File: src/rtl/cfgmon_pkg.sv
package cfgmon_pkg;

    localparam int MON_W  = 12;
    localparam int DATA_W = 32;
    localparam int ADDR_W = 12;

    localparam logic [ADDR_W-1:0] OFS_ENABLE   = 12'h830;
    localparam logic [ADDR_W-1:0] OFS_MASK     = 12'h834;
    localparam logic [ADDR_W-1:0] OFS_TYPE     = 12'h838;
    localparam logic [ADDR_W-1:0] OFS_POL      = 12'h83C;
    localparam logic [ADDR_W-1:0] OFS_MSTAT    = 12'h840;
    localparam logic [ADDR_W-1:0] OFS_RSTAT    = 12'h844;
    localparam logic [ADDR_W-1:0] OFS_EOI      = 12'h84C;
    localparam logic [ADDR_W-1:0] OFS_READBACK = 12'h850;

    typedef enum logic [3:0] {
        SEL_NONE,
        SEL_ENABLE,
        SEL_MASK,
        SEL_TYPE,
        SEL_POL,
        SEL_MSTAT,
        SEL_RSTAT,
        SEL_EOI,
        SEL_READBACK
    } reg_sel_t;

    typedef enum logic {
        DET_CLEAR   = 1'b0,
        DET_PENDING = 1'b1
    } det_state_t;

    function automatic reg_sel_t decode_addr(input logic [ADDR_W-1:0] addr);
        reg_sel_t sel;
        case (addr)
            OFS_ENABLE:   sel = SEL_ENABLE;
            OFS_MASK:     sel = SEL_MASK;
            OFS_TYPE:     sel = SEL_TYPE;
            OFS_POL:      sel = SEL_POL;
            OFS_MSTAT:    sel = SEL_MSTAT;
            OFS_RSTAT:    sel = SEL_RSTAT;
            OFS_EOI:      sel = SEL_EOI;
            OFS_READBACK: sel = SEL_READBACK;
            default:      sel = SEL_NONE;
        endcase
        return sel;
    endfunction

endpackage

File: src/rtl/cfgmon_sync.sv
module cfgmon_sync #(
    parameter int W      = 12,
    parameter int STAGES = 2
) (
    input  logic         clk,
    input  logic         rst_n,
    input  logic [W-1:0] async_in,
    output logic [W-1:0] sync_out
);

    logic [W-1:0] stage_q [STAGES];

    always_ff @(posedge clk or negedge rst_n) begin
        if (!rst_n) begin
            stage_q[0] <= '0;
        end else begin
            stage_q[0] <= async_in;
        end
    end

    for (genvar s = 1; s < STAGES; s++) begin : g_stage
        always_ff @(posedge clk or negedge rst_n) begin
            if (!rst_n) begin
                stage_q[s] <= '0;
            end else begin
                stage_q[s] <= stage_q[s-1];
            end
        end
    end

    assign sync_out = stage_q[STAGES-1];

endmodule

File: src/rtl/cfgmon_bit_det.sv
module cfgmon_bit_det
    import cfgmon_pkg::*;
(
    input  logic clk,
    input  logic rst_n,
    input  logic enable,
    input  logic edge_mode,
    input  logic active_high,
    input  logic sample_now,
    input  logic sample_prev,
    input  logic eoi,
    output logic pending
);

    det_state_t state_q;
    det_state_t state_d;
    logic       act_now;
    logic       act_prev;
    logic       fresh_edge;

    // A line is active when its value equals the polarity bit.
    assign act_now    = ~(sample_now ^ active_high);
    assign act_prev   = ~(sample_prev ^ active_high);
    assign fresh_edge = act_now & ~act_prev;

    always_ff @(posedge clk or negedge rst_n) begin
        if (!rst_n) begin
            state_q <= DET_CLEAR;
        end else begin
            state_q <= state_d;
        end
    end

    always_comb begin
        state_d = state_q;
        unique case (state_q)
            DET_CLEAR: begin
                // arm
                if (enable && (edge_mode ? fresh_edge : act_now)) begin
                    state_d = DET_PENDING;
                end
            end
            DET_PENDING: begin
                // drop; otherwise hold
                if (!enable) begin
                    state_d = DET_CLEAR;
                end else if (!edge_mode) begin
                    if (!act_now) begin
                        state_d = DET_CLEAR;
                    end
                end else if (eoi && !fresh_edge) begin
                    state_d = DET_CLEAR;
                end
            end
            default: state_d = DET_CLEAR;
        endcase
    end

    always_comb begin
        pending = (state_q == DET_PENDING);
    end

endmodule

File: src/rtl/cfgmon_regs.sv
module cfgmon_regs
    import cfgmon_pkg::*;
#(
    parameter int MW = MON_W,
    parameter int DW = DATA_W
) (
    input  logic              clk,
    input  logic              rst_n,
    input  logic              bus_wr,
    input  logic [ADDR_W-1:0] bus_addr,
    input  logic [DW-1:0]     bus_wdata,
    output logic [DW-1:0]     bus_rdata,
    input  logic [MW-1:0]     raw_status,
    input  logic [MW-1:0]     sync_value,
    output logic [MW-1:0]     en_q,
    output logic [MW-1:0]     mask_q,
    output logic [MW-1:0]     type_q,
    output logic [MW-1:0]     pol_q,
    output logic [MW-1:0]     eoi_pulse
);

    reg_sel_t      sel;
    logic [MW-1:0] wfield;
    logic          unused_wdata_hi;

    assign sel             = decode_addr(bus_addr);
    assign wfield          = bus_wdata[MW-1:0];
    assign unused_wdata_hi = ^bus_wdata[DW-1:MW];

    always_ff @(posedge clk or negedge rst_n) begin
        if (!rst_n) begin
            en_q   <= '0;
            mask_q <= '0;
            type_q <= '0;
            pol_q  <= '0;
        end else if (bus_wr) begin
            case (sel)
                SEL_ENABLE: en_q   <= wfield;
                SEL_MASK:   mask_q <= wfield;
                SEL_TYPE:   type_q <= wfield;
                SEL_POL:    pol_q  <= wfield;
                default: ;
            endcase
        end
    end

    always_comb begin
        eoi_pulse = '0;
        if (bus_wr && (sel == SEL_EOI)) begin
            eoi_pulse = wfield;
        end
    end

    always_comb begin
        bus_rdata = '0;
        case (sel)
            SEL_ENABLE:   bus_rdata[MW-1:0] = en_q;
            SEL_MASK:     bus_rdata[MW-1:0] = mask_q;
            SEL_TYPE:     bus_rdata[MW-1:0] = type_q;
            SEL_POL:      bus_rdata[MW-1:0] = pol_q;
            SEL_MSTAT:    bus_rdata[MW-1:0] = raw_status & ~mask_q;
            SEL_RSTAT:    bus_rdata[MW-1:0] = raw_status;
            SEL_READBACK: bus_rdata[MW-1:0] = sync_value;
            default:      bus_rdata = '0;
        endcase
    end

endmodule

File: src/rtl/cfgmon_irq_top.sv
module cfgmon_irq_top
    import cfgmon_pkg::*;
#(
    parameter int MW          = MON_W,
    parameter int DW          = DATA_W,
    parameter int SYNC_STAGES = 2
) (
    input  logic              clk,
    input  logic              rst_n,
    input  logic [MW-1:0]     mon_in,
    input  logic              bus_wr,
    input  logic [ADDR_W-1:0] bus_addr,
    input  logic [DW-1:0]     bus_wdata,
    output logic [DW-1:0]     bus_rdata,
    output logic              irq_out
);

    logic [MW-1:0] sync_q;
    logic [MW-1:0] prev_q;
    logic [MW-1:0] raw_q;
    logic [MW-1:0] en_q;
    logic [MW-1:0] mask_q;
    logic [MW-1:0] type_q;
    logic [MW-1:0] pol_q;
    logic [MW-1:0] eoi_v;

    cfgmon_sync #(.W(MW), .STAGES(SYNC_STAGES)) i_sync (
        .clk      (clk),
        .rst_n    (rst_n),
        .async_in (mon_in),
        .sync_out (sync_q)
    );

    always_ff @(posedge clk or negedge rst_n) begin
        if (!rst_n) begin
            prev_q <= '0;
        end else begin
            prev_q <= sync_q;
        end
    end

    for (genvar b = 0; b < MW; b++) begin : g_det
        cfgmon_bit_det i_det (
            .clk         (clk),
            .rst_n       (rst_n),
            .enable      (en_q[b]),
            .edge_mode   (type_q[b]),
            .active_high (pol_q[b]),
            .sample_now  (sync_q[b]),
            .sample_prev (prev_q[b]),
            .eoi         (eoi_v[b]),
            .pending     (raw_q[b])
        );
    end

    cfgmon_regs #(.MW(MW), .DW(DW)) i_regs (
        .clk        (clk),
        .rst_n      (rst_n),
        .bus_wr     (bus_wr),
        .bus_addr   (bus_addr),
        .bus_wdata  (bus_wdata),
        .bus_rdata  (bus_rdata),
        .raw_status (raw_q),
        .sync_value (sync_q),
        .en_q       (en_q),
        .mask_q     (mask_q),
        .type_q     (type_q),
        .pol_q      (pol_q),
        .eoi_pulse  (eoi_v)
    );

    assign irq_out = |(raw_q & ~mask_q);

endmodule

File: config.mk
export PLATFORM = sky130hd
export DESIGN_NAME = cfgmon_irq_top
export DESIGN_NICKNAME = d
export VERILOG_FILES = /design/src/rtl/cfgmon_pkg.sv /design/src/rtl/cfgmon_sync.sv /design/src/rtl/cfgmon_bit_det.sv /design/src/rtl/cfgmon_regs.sv /design/src/rtl/cfgmon_irq_top.sv
export SDC_FILE = /design/constraint.sdc
export NUM_CORES = 1
export LEC_CHECK = 0
export ABC_AREA = 1
export BUFFER_PORTS_ARGS = -buffer_cell sky130_fd_sc_hd__buf_2
export CAP_MARGIN = 10
export CORE_MARGIN = 2
export CORE_UTILIZATION = 40
export DETAILED_ROUTE_END_ITERATION = 8
export GPL_TIMING_DRIVEN = 0
export PLACE_DENSITY = 0.58
export SETUP_SLACK_MARGIN = 0.05
export SYNTH_ARGS = -nofsm -noshare
export SYNTH_HDL_FRONTEND = slang
export SYNTH_SLANG_ARGS = --single-unit
File: constraint.sdc
create_clock -name clk -period 1.5 [get_ports clk]
set_input_delay 0.075 -clock clk [delete_from_list [all_inputs] [get_ports clk]]
set_output_delay 0.075 -clock clk [all_outputs]
set_load 0.01 [all_outputs]
; ---- Word level (Yosys, flattened, before mapping)
; Index checks and enable logic that the tools add are counted.
[totals]
inputBits = 59
register_bits = 96
out_inout_bits = 33
word_cells = 226
[op_classes]
muxes = 87
n_eq_ne = 16
n_reduce_logical = 42
bitwise_logic = 62
[ops]
columns = op, count
row1 = "== test 12 bit, second input constant", 8
row2 = case mux 12 bit (7 select lines), 1
row3 = 2-to-1 mux 1 bit, 72
row4 = case mux 4 bit (8 select lines), 1
row5 = logical AND 1 bit, 25
row6 = inverter 1 bit, 24
row7 = case mux 1 bit (2 select lines), 12
row8 = XOR 1 bit, 24
row9 = "== test 4 x 3 -> 1 bit, second input constant", 4
row10 = bitwise AND 1 bit, 12
row11 = bitwise AND 12 bit, 1
row12 = zero test 1 bit, 12
row13 = 2-to-1 mux 12 bit, 1
row14 = inverter 12 bit, 1
row15 = OR reduction 12 bit, 1
row16 = "== test 4 x 2 -> 1 bit, second input constant", 2
row17 = AND reduction 2 bit, 4
row18 = "== test 4 x 1 -> 1 bit, second input constant", 1
row19 = "== test 4 bit, second input constant", 1

; ---- Longest topological paths before layout
; Gate-level depths: netlist of the first run.
[logic_depth]
depth_word = 10
depth_mapped = 12
mapped_depth_nobuf = 11

; ---- By module
; A second synthesis of the first run with hierarchy kept.
[hier_totals]
cells_unflattened = 674
area_unflattened_um2 = 5116.2
[modules_own_cells]
columns = module, cells_each, instances, seq_area_each_um2, area_per_inst_um2
row1 = cfgmon_regs, 401, 1, 1201.2, 2932.8
row2 = cfgmon_bit_det, 16, 12, 25.0, 88.8
row3 = cfgmon_sync, 36, 1, 600.6, 690.7
row4 = cfgmon_irq_top, 45, 1, 300.3, 426.7

; ---- Worst setup path after synthesis of the first run
; No wires, ideal clock.
[synth_timing]
path_kind = input -> output
startpoint = input bus_addr[0]
endpoint = output bus_rdata[3]
t_arrival_ps = 1107
slack_ps = 318
stages = 11
t_required_ps = 1425
path_buffers = 1
path_cell_list = inv_1 > nand2_2 > nor2_2 > inv_2 > nor3_4 > nor2_1 > buf_4 > nand3_1 > nand2_1 > nor2_1 > nand2_1
[synth_between]
elab_chain_len = 4
word_cells_on_any_way = 17
cone_classes = eq/ne (15) / mux (2)
[synth_lines]
columns = item, line_no
row1 = "start, declared", cfgmon_irq_top.sv:12  ; input logic [ADDR_W-1:0] bus_addr,
row2 = == test 12 bit, cfgmon_pkg.sv:35  ; case (addr)
row3 = case mux 4 bit (8 select lines) *, cfgmon_pkg.sv:35
row4 = == test 4 bit (tied with other cells), cfgmon_regs.sv:56  ; case (sel)
row5 = case mux 12 bit (7 select lines) *, cfgmon_regs.sv:56
row6 = "end, declared", cfgmon_irq_top.sv:14  ; output logic [DW-1:0] bus_rdata,
; Mark *: on every way between the ends. The rest lies on a longest branch, timed or not.

; ---- Worst setup path in the final report of the first run
[layout_timing]
startpoint = register g_det[8].i_det.state_q
endpoint = output irq_out
[layout_between]
elab_chain_len = 2
[layout_lines]
columns = item, line_no
row1 = "start, declared", cfgmon_bit_det.sv:15  ; det_state_t state_q;
row2 = "start signal, assigned", cfgmon_bit_det.sv:30  ; state_q <= state_d;
row3 = bitwise AND 12 bit, cfgmon_irq_top.sv:72  ; assign irq_out = |(raw_q & ~mask_q);
row4 = OR reduction 12 bit, cfgmon_irq_top.sv:72
row5 = "end, declared", cfgmon_irq_top.sv:15  ; output logic irq_out
; Every way passes these cells.

==> results of run 1 <==
-- placed cells by master, fill, tap and decap left out, drive strengths merged --
master	n
xor2	12
dfrtp	96
o32ai	2
a22o	4
conb	20
a21oi	11
clkbuf	14
nor2	37
o22ai	9
o21ai	59
inv	75
or3	2
nand4	34
xnor2	12
nand2	136
buf	106
nor3	3
dlygate4sd3	25
nor4	1
o2111ai	3
o31ai	11
nand3	20
clkinv	1
or2	13
-- layout make-up --
type | count | share of cell area [%]
timing repair buffer | 97 | 12.59
multi-input combinational | 389 | 34.52
inverter | 69 | 4.159
tap | 147 | 2.817
clock buffer | 9 | 3.450
clock inverter | 7 | 1.016
buffer | 39 | 4.657
sequential | 96 | 36.80
-- worst max-delay path, cell delays in order, from the launching register on --
cell	delay, ns
dfrtp_1	0.40
inv_2	0.07
or2_4	0.13
o2111ai_1	0.10
or3_4	0.40
buf_6	0.13
-- what timing repair did --
| action | in CTS | in global routing |
|---|---|---|
| setup buffers | 11 | 7 |
| resized for setup | 81 | 32 |
| hold buffers | 25 | 0 |
| pin swaps | 27 | 22 |
| gates cloned | 2 | 0 |
| hold endpoints to repair | 72 | 0 |
| setup endpoints to repair | 23 | 34 |
-- layer usage --
layer / global-route usage (%) / part of all wire (%) / vias up
li1: - / - / 2101
met1: 30.13 / 43 / 2084
met2: 36.77 / 48 / 153
met3: 4.182 / 6.0 / 37
met4: 10.49 / 3.1 / 0
met5: 0 / 0 / -
-- worst min path at each step --
stage | cells past startpoint | start | slack, ns | endpoint
2_1_floorplan | 0 | rst_n | -0.22 | g_det[0].i_det.pending
3_3_place_gp | 1 | mon_in[8] | 0.18 | i_sync.stage_q[20]
3_5_place_dp | 1 | rst_n | 0.14 | i_sync.stage_q[23]
4_1_cts | 4 | bus_wr | 0.13 | i_regs.mask_q[0]
5_1_grt | 4 | bus_wr | 0.16 | i_regs.mask_q[3]
6_report | 4 | bus_wr | 0.14 | i_regs.mask_q[1]
-- logic make-up (layout without fill, tap and decap cells) --
group | after synthesis | count (layout) | synth area share, %
AOI/OAI and AO/OA | 99 | 99 | 11.59
other | 1 | 20 | 0.07654
buffers and inverters | 108 | 221 | 10.50
and+or+nand+nor | 246 | 246 | 24.51
xor gates and xnor gates | 24 | 24 | 4.290
DFF | 96 | 96 | 49.03
-- registers in the layout, indices dropped and copies added (netlist names) --
register	count
g_det.i_det.pending	12
i_sync.sync_out	12
i_regs.mask_q	12
i_regs.pol_q	12
prev_q	12
i_sync.stage_q	12
i_regs.type_q	12
i_regs.en_q	12
-- power by group --
group | switching, mW | internal [mW] | total, mW
combinational | 0.321 | 0.299 | 0.620
sequential | 0.0851 | 2.69 | 2.78
clock | 1.10 | 1.18 | 2.28
total | 1.51 | 4.17 | 5.67
-- cells in the mapped netlist (12+ instances only) --
cell and instances:
nand2_1 131, dfrtp_1 96, or2_2 13, o21ai_0 51, xor2_1 12, inv_1 66
nor2_1 29, buf_4 22, nand4_1 34, xnor2_1 12
-- through the flow --
| step | setup slack, ns | utilization [%] | area (sq um) | TNS (ns) |
|---|---|---|---|---|
| floorplan | 0.3175 | - | 4971 | 0 |
| global route | -0.2505 | 54.58 | 6529 | -2.701 |
| CTS | -0.1709 | 53.41 | 6389 | -0.5913 |
| detailed placement | -0.4082 | 45.48 | 5440 | -9.804 |
| global placement | -0.6316 | 45.23 | 5410 | -68.14 |
| finish | -0.1588 | 54.58 | 6529 | -1.227 |
==> key figures, run 1 <==
STA
  – Pins over their slew limit: 0
  – Min Hold Slack: 0.1395 ns
  – RSZ-0062 raised after global routing: yes
  – Final Skew: 0.008349 ns
  – Final Hold Viols: 0
  – Final min period: 1.659 ns
  – Rel. slew slack: 47.51%
  – Max frequency: 602.8 MHz
  – Slew @ Worst Pin: 0.7874 ns
  – Worst setup margin: -0.1588 ns
  – Period utilisation layout: 110.6%
  – Setup Viol. Count Final: 13

Routing
  – WL final: 14100 um
  – DRT iter0 DRCs: 265
  – Final ANT Viol Nets: 0
  – Routed vias/inst: 5.129
  – DRC: 0
  – Drt first pass iters: 5
  – Via Count: 4375
  – WL per Instance: 16.53 um

Clocking
  – Clock root buffer: clkbuf_16
  – Buffer depth of the longest clock path: 2
  – Clk sinks: 96
  – Num CTS Buffers: 9
  – Htree depth: 3
  – TritonCTS clock tree: yes
  – Worst-Skew Late Latency: 0.35 ns
  – Clock transition at path regs: 0.07 ns

Synth
  – Ys flop type: dfrtp_1
  – Mean cell area of the mapped netlist: 8.536 sq um
  – Synth area leader: dfrtp_1
  – Flops & latches, synth: 96
  – Netlist cell types: 31
  – Yosys top cell area share: 49.03%
  – Number of synthesis warnings: 0
  – Seq/Total Area, Yosys: 49.03%
  – Cell Area, Synth: 4900 sq um
  – Top post-synthesis cells by area: dfrtp_1 (49%), nand2_1 (10%), o21ai_0 (5.2%)
  – Ys async rst share: 100.0%
  – Mapped Cells: 574
  – Post-synth EDFFs: 0

Power and ir drop
  – Power, Total: 5.674 mW
  – Leak: 3.197 nW
  – Cell Pwr Density: 869.1 nW/um^2
  – Worst vdd ir: 0.7432 mV

Setup path
  – Critical path arrival: 1.58 ns
  – Reg2reg path depth: 4
  – Worst reg2reg setup slack: 0.32 ns
  – Crit path max fanout: 2
  – Worst setup path start: g_det[8].i_det.pending
  – RR Endpoint: g_det[10].i_det.pending
  – Worst r2r src: i_regs.pol_q[10]
  – Worst Path Required: 1.42 ns
  – Critical setup path kind: register to primary output
  – Crit path launch type: register
  – Critical Path Sink: irq_out
  – Crit end category: primary output

Final layout
  – Filler cells: 1084
  – Antenna diodes: 0
  – Non-filler cells, final: 853
  – Fin nets: 760
  – Multi-input gate area: 2253 sq um
  – Layout cell share with drive strength beyond 1: 30.31%
  – Synthesis-to-finish area growth: 33.25%
  – Sequential standard cell area: 2402 sq um

Place
  – PortBufs: 51
  – Detailed placement HPWL: 8893 um
  – RePlAce Congestion: 0.8833
  – Dpl cells: 792

Flow run
  – Maxcap violations: 0

Global route
  – Global Route Usage Sum: 22.89%
  – Number of global-route vias before repair: 4462
  – Largest net degree at the start of global routing: 50
  – First-pass GRT wire length: 22760 um
  – Initial antenna violation count: 0
  – Total gr overflow: 0

Floorplanning
  – DIE AREA: 13150 sq um
  – Initial Util: 40.96%
  – Die Y-Extent: 114.7 um
  – # rows: 40
  – I/O pin total: 92
  – Die span in x: 114.7 um
  – Area of the core region: 11960 sq um

Outcome
  – Failing checks: setup timing
  – Status: complete, but fails checks

Worst hold path
  – Hold crit path type: input port to register
Power figures use the tool's default switching activity.
==> run 2: changes to the inputs <==
--- a/config.mk
+++ b/config.mk
@@ -13,7 +13,6 @@
 export DETAILED_ROUTE_END_ITERATION = 8
 export GPL_TIMING_DRIVEN = 0
 export PLACE_DENSITY = 0.58
-export SETUP_SLACK_MARGIN = 0.05
 export SYNTH_ARGS = -nofsm -noshare
 export SYNTH_HDL_FRONTEND = slang
 export SYNTH_SLANG_ARGS = --single-unit
==> run 2 against run 1 <==
  * The run still ends with setup timing left
  * Worst hold slack got worse by 0.0032 ns
  * Clock skew increased by 0.00065 ns
  * Count of clock-buffer cells in the layout unchanged
  * Sequential power barely moved
  * Final area down 0.27%
  * Worst setup slack got worse by 0.012 ns
  * Register-to-register slack hardly changed
  * Core utilization fell by 0.15 points
  * Total power up 0.33%
  * Cell count shrank 0.23%
  * Wire length barely moved
  * Via count rose by 0.43%
  * Largest power group unchanged
==> key figures, run 2 (synthesis gave the netlist of run 1 again) <==
Routing
  – Final ANT Viol Nets: 0
  – WL final: 14090 um
  – DRC: 0
  – Routed vias/inst: 5.163
  – DRT iter0 DRCs: 230
  – WL per Instance: 16.56 um
  – Drt first pass iters: 5
  – Via Count: 4394

Setup path
  – Crit path launch type: register
  – Crit end category: primary output
  – Worst setup path start: g_det[8].i_det.pending
  – Critical setup path kind: register to primary output
  – CP max stage cell: dfrtp_1
  – Critical Path Sink: irq_out
  – Crit path max fanout: 2
  – Worst reg2reg setup slack: 0.31 ns
  – Critical-path cell list: inv_2 > or2_4 > o2111ai_1 > or3_4 > buf_6
  – Crit. path cell count: 5
  – RR Endpoint: g_det[10].i_det.pending
  – Reg2reg path depth: 4
  – Largest stage delay, worst path: 0.40 ns
  – Critical path arrival: 1.60 ns
  – Worst Path Required: 1.42 ns
  – Delay-heaviest family, CP: simple AND/OR/NAND/NOR gates
  – Number of buffers and inverters on the critical path: 2
  – Worst r2r src: i_regs.pol_q[10]

Floorplanning
  – DIE AREA: 13150 sq um
  – Area of the core region: 11960 sq um
  – Die Y-Extent: 114.7 um
  – Die span in x: 114.7 um
  – I/O pin total: 92
  – Initial Util: 40.96%
  – # rows: 40

Final layout
  – Non-filler cells, final: 851
  – Synthesis-to-finish area growth: 32.89%
  – Layout cell share with drive strength beyond 1: 30.26%
  – Antenna diodes: 0
  – Fin nets: 758
  – Commonest non-fill, non-tap cell in the layout: nand2_1
  – Most frequent cells in the layout: nand2_1 (116), dfrtp_1 (96), inv_1 (52)
  – Filler cells: 1088

Place
  – Dpl cells: 792
  – PortBufs: 51
  – Setup WS pre-CTS: -0.4082 ns
  – RePlAce Congestion: 0.8833
  – Detailed placement HPWL: 8893 um

STA
  – Final Hold Viols: 0
  – Slew @ Worst Pin: 0.6442 ns
  – Rel. slew slack: 57.05%
  – Setup Viol. Count Final: 13
  – Period utilisation layout: 111.4%
  – Max frequency: 598.7 MHz
  – Final Skew: 0.008996 ns
  – RSZ-0062 raised after global routing: yes
  – Final min period: 1.670 ns
  – Setup TNS: -1.187 ns
  – Worst setup margin: -0.1703 ns
  – Pins over their slew limit: 0

Outcome
  – Failing checks: setup timing
  – Status: complete, but fails checks

Power and ir drop
  – Switching pwr: 1.526 mW
  – Comb power frac: 10.9%
  – Cell Pwr Density: 874.2 nW/um^2
  – Leak: 3.190 nW
  – Clock share of power: 40.3%
  – Reg power frac: 48.8%
  – Switch share: 26.80%
  – Cell Int Power: 4.167 mW
  – Worst vdd ir: 0.7451 mV

Global route
  – Global Route Usage Sum: 22.89%
  – First-pass GRT wire length: 22760 um
  – Met3 Use GR: 4.182%
  – M2 GR Usage: 36.77%
  – Total gr overflow: 0
  – Largest net degree at the start of global routing: 50
  – Initial antenna violation count: 0
  – GR Layer Usage met1: 30.13%
  – Number of global-route vias before repair: 4462
  – GR peak layer: met2

Clocking
  – Clk sinks: 96
  – Buffer depth of the longest clock path: 2
  – Clock root buffer: clkbuf_16
  – Htree depth: 3
  – TritonCTS clock tree: yes
  – Clock transition at path regs: 0.08 ns
  – Worst-Skew Late Latency: 0.35 ns
  – Num CTS Buffers: 9

Worst hold path
  – Hold crit path type: input port to register

Flow run
  – Maxcap violations: 0
-- run 2: layout make-up --
class | instances | area (sq um) | share of cell area (%)
clock inverter | 7 | 66.31 | 1.018
buffer | 39 | 301.5 | 4.631
tap | 147 | 183.9 | 2.825
timing repair buffer | 95 | 807.0 | 12.39
sequential | 96 | 2402 | 36.89
clock buffer | 9 | 225.2 | 3.459
inverter | 69 | 271.5 | 4.170
multi-input combinational | 389 | 2253 | 34.61
-- run 2: routing by layer --
metal  vias up  part of all wire (%)  wire, um
li1       2093                     -         -
met2       164                    47      6667
met1      2099                    43      6031
met5         -                     0         0
met3        38                   6.6       928
met4         0                   3.3       462
-- run 2: repair_timing --
action | in CTS | in global routing
setup buffers | 11 | 5
resized for setup | 81 | 33
gates cloned | 2 | 0
endpoints found under the hold margin | 72 | 0
hold buffers | 25 | 0
pin swaps | 27 | 22
endpoints found under the setup margin | 18 | 22
-- run 2: through the flow --
step	util, %	cell area (sq um)	hold slack [ns]	power (mW)
floorplan	-	4971	-0.2206	3.069
global placement	45.23	5410	0.1827	3.245
detailed placement	45.48	5440	0.1430	3.270
CTS	53.41	6389	0.1289	5.689
global route	54.44	6511	0.1574	5.909
finish	54.44	6511	0.1363	5.692
-- run 2: worst min-delay path by stage --
stage	cells past startpoint	endpoint	slack [ns]	startpoint
after global routing	4	i_regs.mask_q[3]	0.16	bus_wr
after CTS	4	i_regs.mask_q[0]	0.13	bus_wr
final	4	i_regs.mask_q[2]	0.14	bus_wr
after detailed placement	1	i_sync.stage_q[23]	0.14	rst_n
after global placement	1	i_sync.stage_q[20]	0.18	mon_in[8]
after floorplan	0	g_det[0].i_det.pending	-0.22	rst_n
-- run 2: tightest hold or removal path: stages --
cell and delay, ns:
buf_2 0.13, nand2_2 0.13, nand2_1 0.06, o21ai_0 0.06
-- run 2: power by group through the flow --
stage / clock network (mW) / registers [mW] / logic, mW
floorplan: 0 / 2.80 / 0.265
global placement: 0 / 2.83 / 0.420
detailed placement: 0 / 2.83 / 0.443
CTS: 2.33 / 2.77 / 0.586
global route: 2.43 / 2.79 / 0.689
finish: 2.30 / 2.78 / 0.620
==> run 3: changes to the inputs <==
--- a/config.mk
+++ b/config.mk
@@ -5,7 +5,6 @@
 export SDC_FILE = /design/constraint.sdc
 export NUM_CORES = 1
 export LEC_CHECK = 0
-export ABC_AREA = 1
 export BUFFER_PORTS_ARGS = -buffer_cell sky130_fd_sc_hd__buf_2
 export CAP_MARGIN = 10
 export CORE_MARGIN = 2
==> run 3 against run 2 <==
  * Critical path type is now input port to register
  * The flow still finishes with violations (setup timing)
  * Flip-flop and latch count unchanged
  * Count of clock-buffer cells in the layout grew 1
  * Final area shrank 4.3%
==> key figures, run 3 <==
Outcome
  – Status: complete, but fails checks
  – Failing checks: setup timing

Floorplanning
  – Die Y-Extent: 111.1 um
  – Die span in x: 111.1 um
  – I/O pin total: 92
  – DIE AREA: 12350 sq um
  – # rows: 39
  – Initial Util: 40.56%
  – Area of the core region: 11320 sq um

Power and ir drop
  – Reg power frac: 49.7%
  – Cell Pwr Density: 870.6 nW/um^2
  – Switch share: 23.25%
  – Power, Total: 5.424 mW
  – Cell Int Power: 4.163 mW
  – Leak: 2.855 nW
  – Comb power frac: 7.7%
  – Switching pwr: 1.261 mW
  – Clock share of power: 42.6%
  – Worst vdd ir: 0.5701 mV

Setup path
  – Reg2reg path depth: 3
  – Critical setup path kind: input port to register
  – Worst Path Required: 1.74 ns
  – Crit path max fanout: 5
  – Worst reg2reg setup slack: 0.51 ns
  – Worst r2r src: i_sync.sync_out[2]
  – CP max stage cell: or4_4
  – Most frequent CP cell: buf_6
  – Largest stage delay, worst path: 0.53 ns
  – RR Endpoint: g_det[2].i_det.pending
  – Critical path arrival: 2.13 ns
  – Critical-path cell list: buf_8 > or4_4 > or2_4 > buf_4 > buf_6 > buf_6 > nor3_4 > buf_6 > buf_12 > mux2_2
  – Crit end category: register
  – Crit path launch type: input port

Place
  – RePlAce Congestion: 0.8257
  – PortBufs: 50
  – Detailed placement HPWL: 7548 um

Synth
  – Top post-synthesis cells by area: dfrtp_1 (52%), mux2_2 (6.4%), mux2_1 (5.4%)
  – Ys async rst share: 100.0%
  – Number of synthesis warnings: 0
  – Post-synth EDFFs: 0
  – Mean cell area of the mapped netlist: 11.12 sq um
  – Cell Area, Synth: 4592 sq um
  – Seq/Total Area, Yosys: 52.32%
  – Flops & latches, synth: 96
  – Synth area leader: dfrtp_1
  – Ys flop type: dfrtp_1
  – Netlist cell types: 45
  – Commonest cells post-synth: dfrtp_1 (96), nand2_1 (41), nor2_1 (39)
  – Mapped Cells: 413
  – Count leader, synth: dfrtp_1
  – Yosys top cell area share: 52.32%

Clocking
  – TritonCTS clock tree: yes
  – Worst-Skew Late Latency: 0.36 ns
  – Num CTS Buffers: 9
  – Clk sinks: 96
  – Buffer depth of the longest clock path: 2
  – Htree depth: 3
  – Clock transition at path regs: 0.06 ns
  – Clock root buffer: clkbuf_16

Final layout
  – Antenna diodes: 0
  – Most frequent cells in the layout: dfrtp_1 (96), buf_2 (47), nand2_1 (40)
  – Commonest non-fill, non-tap cell in the layout: dfrtp_1
  – Layout cell share with drive strength beyond 1: 39.37%
  – Synthesis-to-finish area growth: 35.69%
  – Fin nets: 596

Global route
  – Largest net degree at the start of global routing: 60
  – Global Route Usage Sum: 20.99%
  – GR peak layer: met2
  – Initial antenna violation count: 0
  – Total gr overflow: 0
  – First-pass GRT wire length: 19610 um
  – Number of global-route vias before repair: 3720
  – GR Layer Usage met1: 26.80%
  – M2 GR Usage: 34.03%
  – Met3 Use GR: 4.046%

STA
  – Rel. slew slack: 65.82%
  – Setup Viol. Count Final: 70
  – Worst setup margin: -0.3926 ns
  – Min Hold Slack: 0.01352 ns
  – Pins over their slew limit: 0
  – Slew @ Worst Pin: 0.5112 ns
  – RSZ-0062 raised after global routing: yes
  – Final Hold Viols: 0
  – Period utilisation layout: 126.2%
  – Final Skew: 0.008898 ns
  – Max frequency: 528.4 MHz
  – Final min period: 1.893 ns

Routing
  – WL final: 12500 um
  – Routed vias/inst: 5.360
  – Drt first pass iters: 4
  – Via Count: 3666
  – WL per Instance: 18.27 um
  – Final ANT Viol Nets: 0
  – DRT iter0 DRCs: 194
  – DRC: 0

Worst hold path
  – Worst Hold End: i_regs.en_q[5]
  – Worst hold start: bus_wdata[5]
  – WHS Path Cells: 2
  – Hold crit path type: input port to register

Flow run
  – Maxcap violations: 0
run 3: changes by cell type after synthesis, moves of 11 or more:
cell     before  now
inv_1        66    4
nand2_1     131   41
o21ai_0      51   29
a31oi_1       0   12
mux2_1        0   22
nand4_1      34    0
mux2i_1       0   11
mux2_2        0   26
xor2_1       12    0
or2_2        13    1
a22oi_1       0   11
run 3: logic make-up (layout without fill, tap and decap cells):
family          Yosys count  in the layout  share of synthesized area [%]
xor+xnor                 12             12                          2.289
other cells               1             20                        0.08167
compound gates           93             93                          13.19
simple gates            113            113                          12.02
flops                    96             96                          52.32
buf+inv                  38            147                          5.449
mux                      60             60                          14.66
run 3: layer usage:
metal  vias to the layer above  routed length, um
li1                       1699                  -
met1                      1798               5382
met2                       136               5760
met3                        33                836
met4                         0                519
met5                         -                  0
run 3: worst max path at each step:
stage	cells after the start	slack, ns	from	endpoint
global route	9	-0.42	bus_addr[7]	bus_rdata[9]
detailed placement	8	-0.75	bus_addr[8]	bus_rdata[2]
global placement	8	-0.75	bus_addr[8]	bus_rdata[2]
floorplan	6	-0.29	bus_addr[8]	i_regs.mask_q[10]
finish	10	-0.39	bus_addr[7]	i_regs.pol_q[4]
CTS	9	-0.38	bus_addr[0]	bus_rdata[6]
run 3: what timing repair did:
item | CTS | global route
pin swaps | 16 | 11
hold endpoints to repair | 49 | 0
hold buffers | 13 | 0
endpoints found under the setup margin | 63 | 67
cloned | 4 | 2
gates resized for setup | 99 | 27
setup buffers | 21 | 4
run 3: final cells by class:
class,instances,area (sq um)
repair buffers,94,725.7
well taps,143,178.9
flip-flops and latches,96,2402
plain buffers,34,306.5
fillers,968,5090
clock inverters,5,56.30
inverters,4,15.01
multi-input cells,298,2307
clock buffers,10,239.0
run 3: power groups by stage:
stage               Clock, mW  Sequential [mW]  Combinational, mW
detailed placement          0             2.74              0.347
finish                   2.31             2.70              0.417
global placement            0             2.74              0.334
floorplan                   0             2.73              0.174
global route             2.45             2.70              0.456
CTS                      2.36             2.70              0.405
run 3: critical path: cells and delay by family:
family	cells	cell delay, ns
AND/OR/NAND/NOR	3	0.97
buffers and inverters	6	0.75
multiplexers	1	0.33
run 3: metrics by stage:
stage | cells | area (sq um) | util, % | TNS [ns] | setup slack, ns
floorplan | 432 | 4666 | - | -11.52 | -0.2859
global placement | 625 | 5095 | 45.00 | -100.45 | -0.7509
detailed placement | 626 | 5125 | 45.27 | -40.03 | -0.7522
CTS | 679 | 6106 | 53.93 | -13.41 | -0.3842
global route | 684 | 6231 | 55.04 | -18.20 | -0.4238
finish | 684 | 6231 | 55.04 | -16.48 | -0.3926
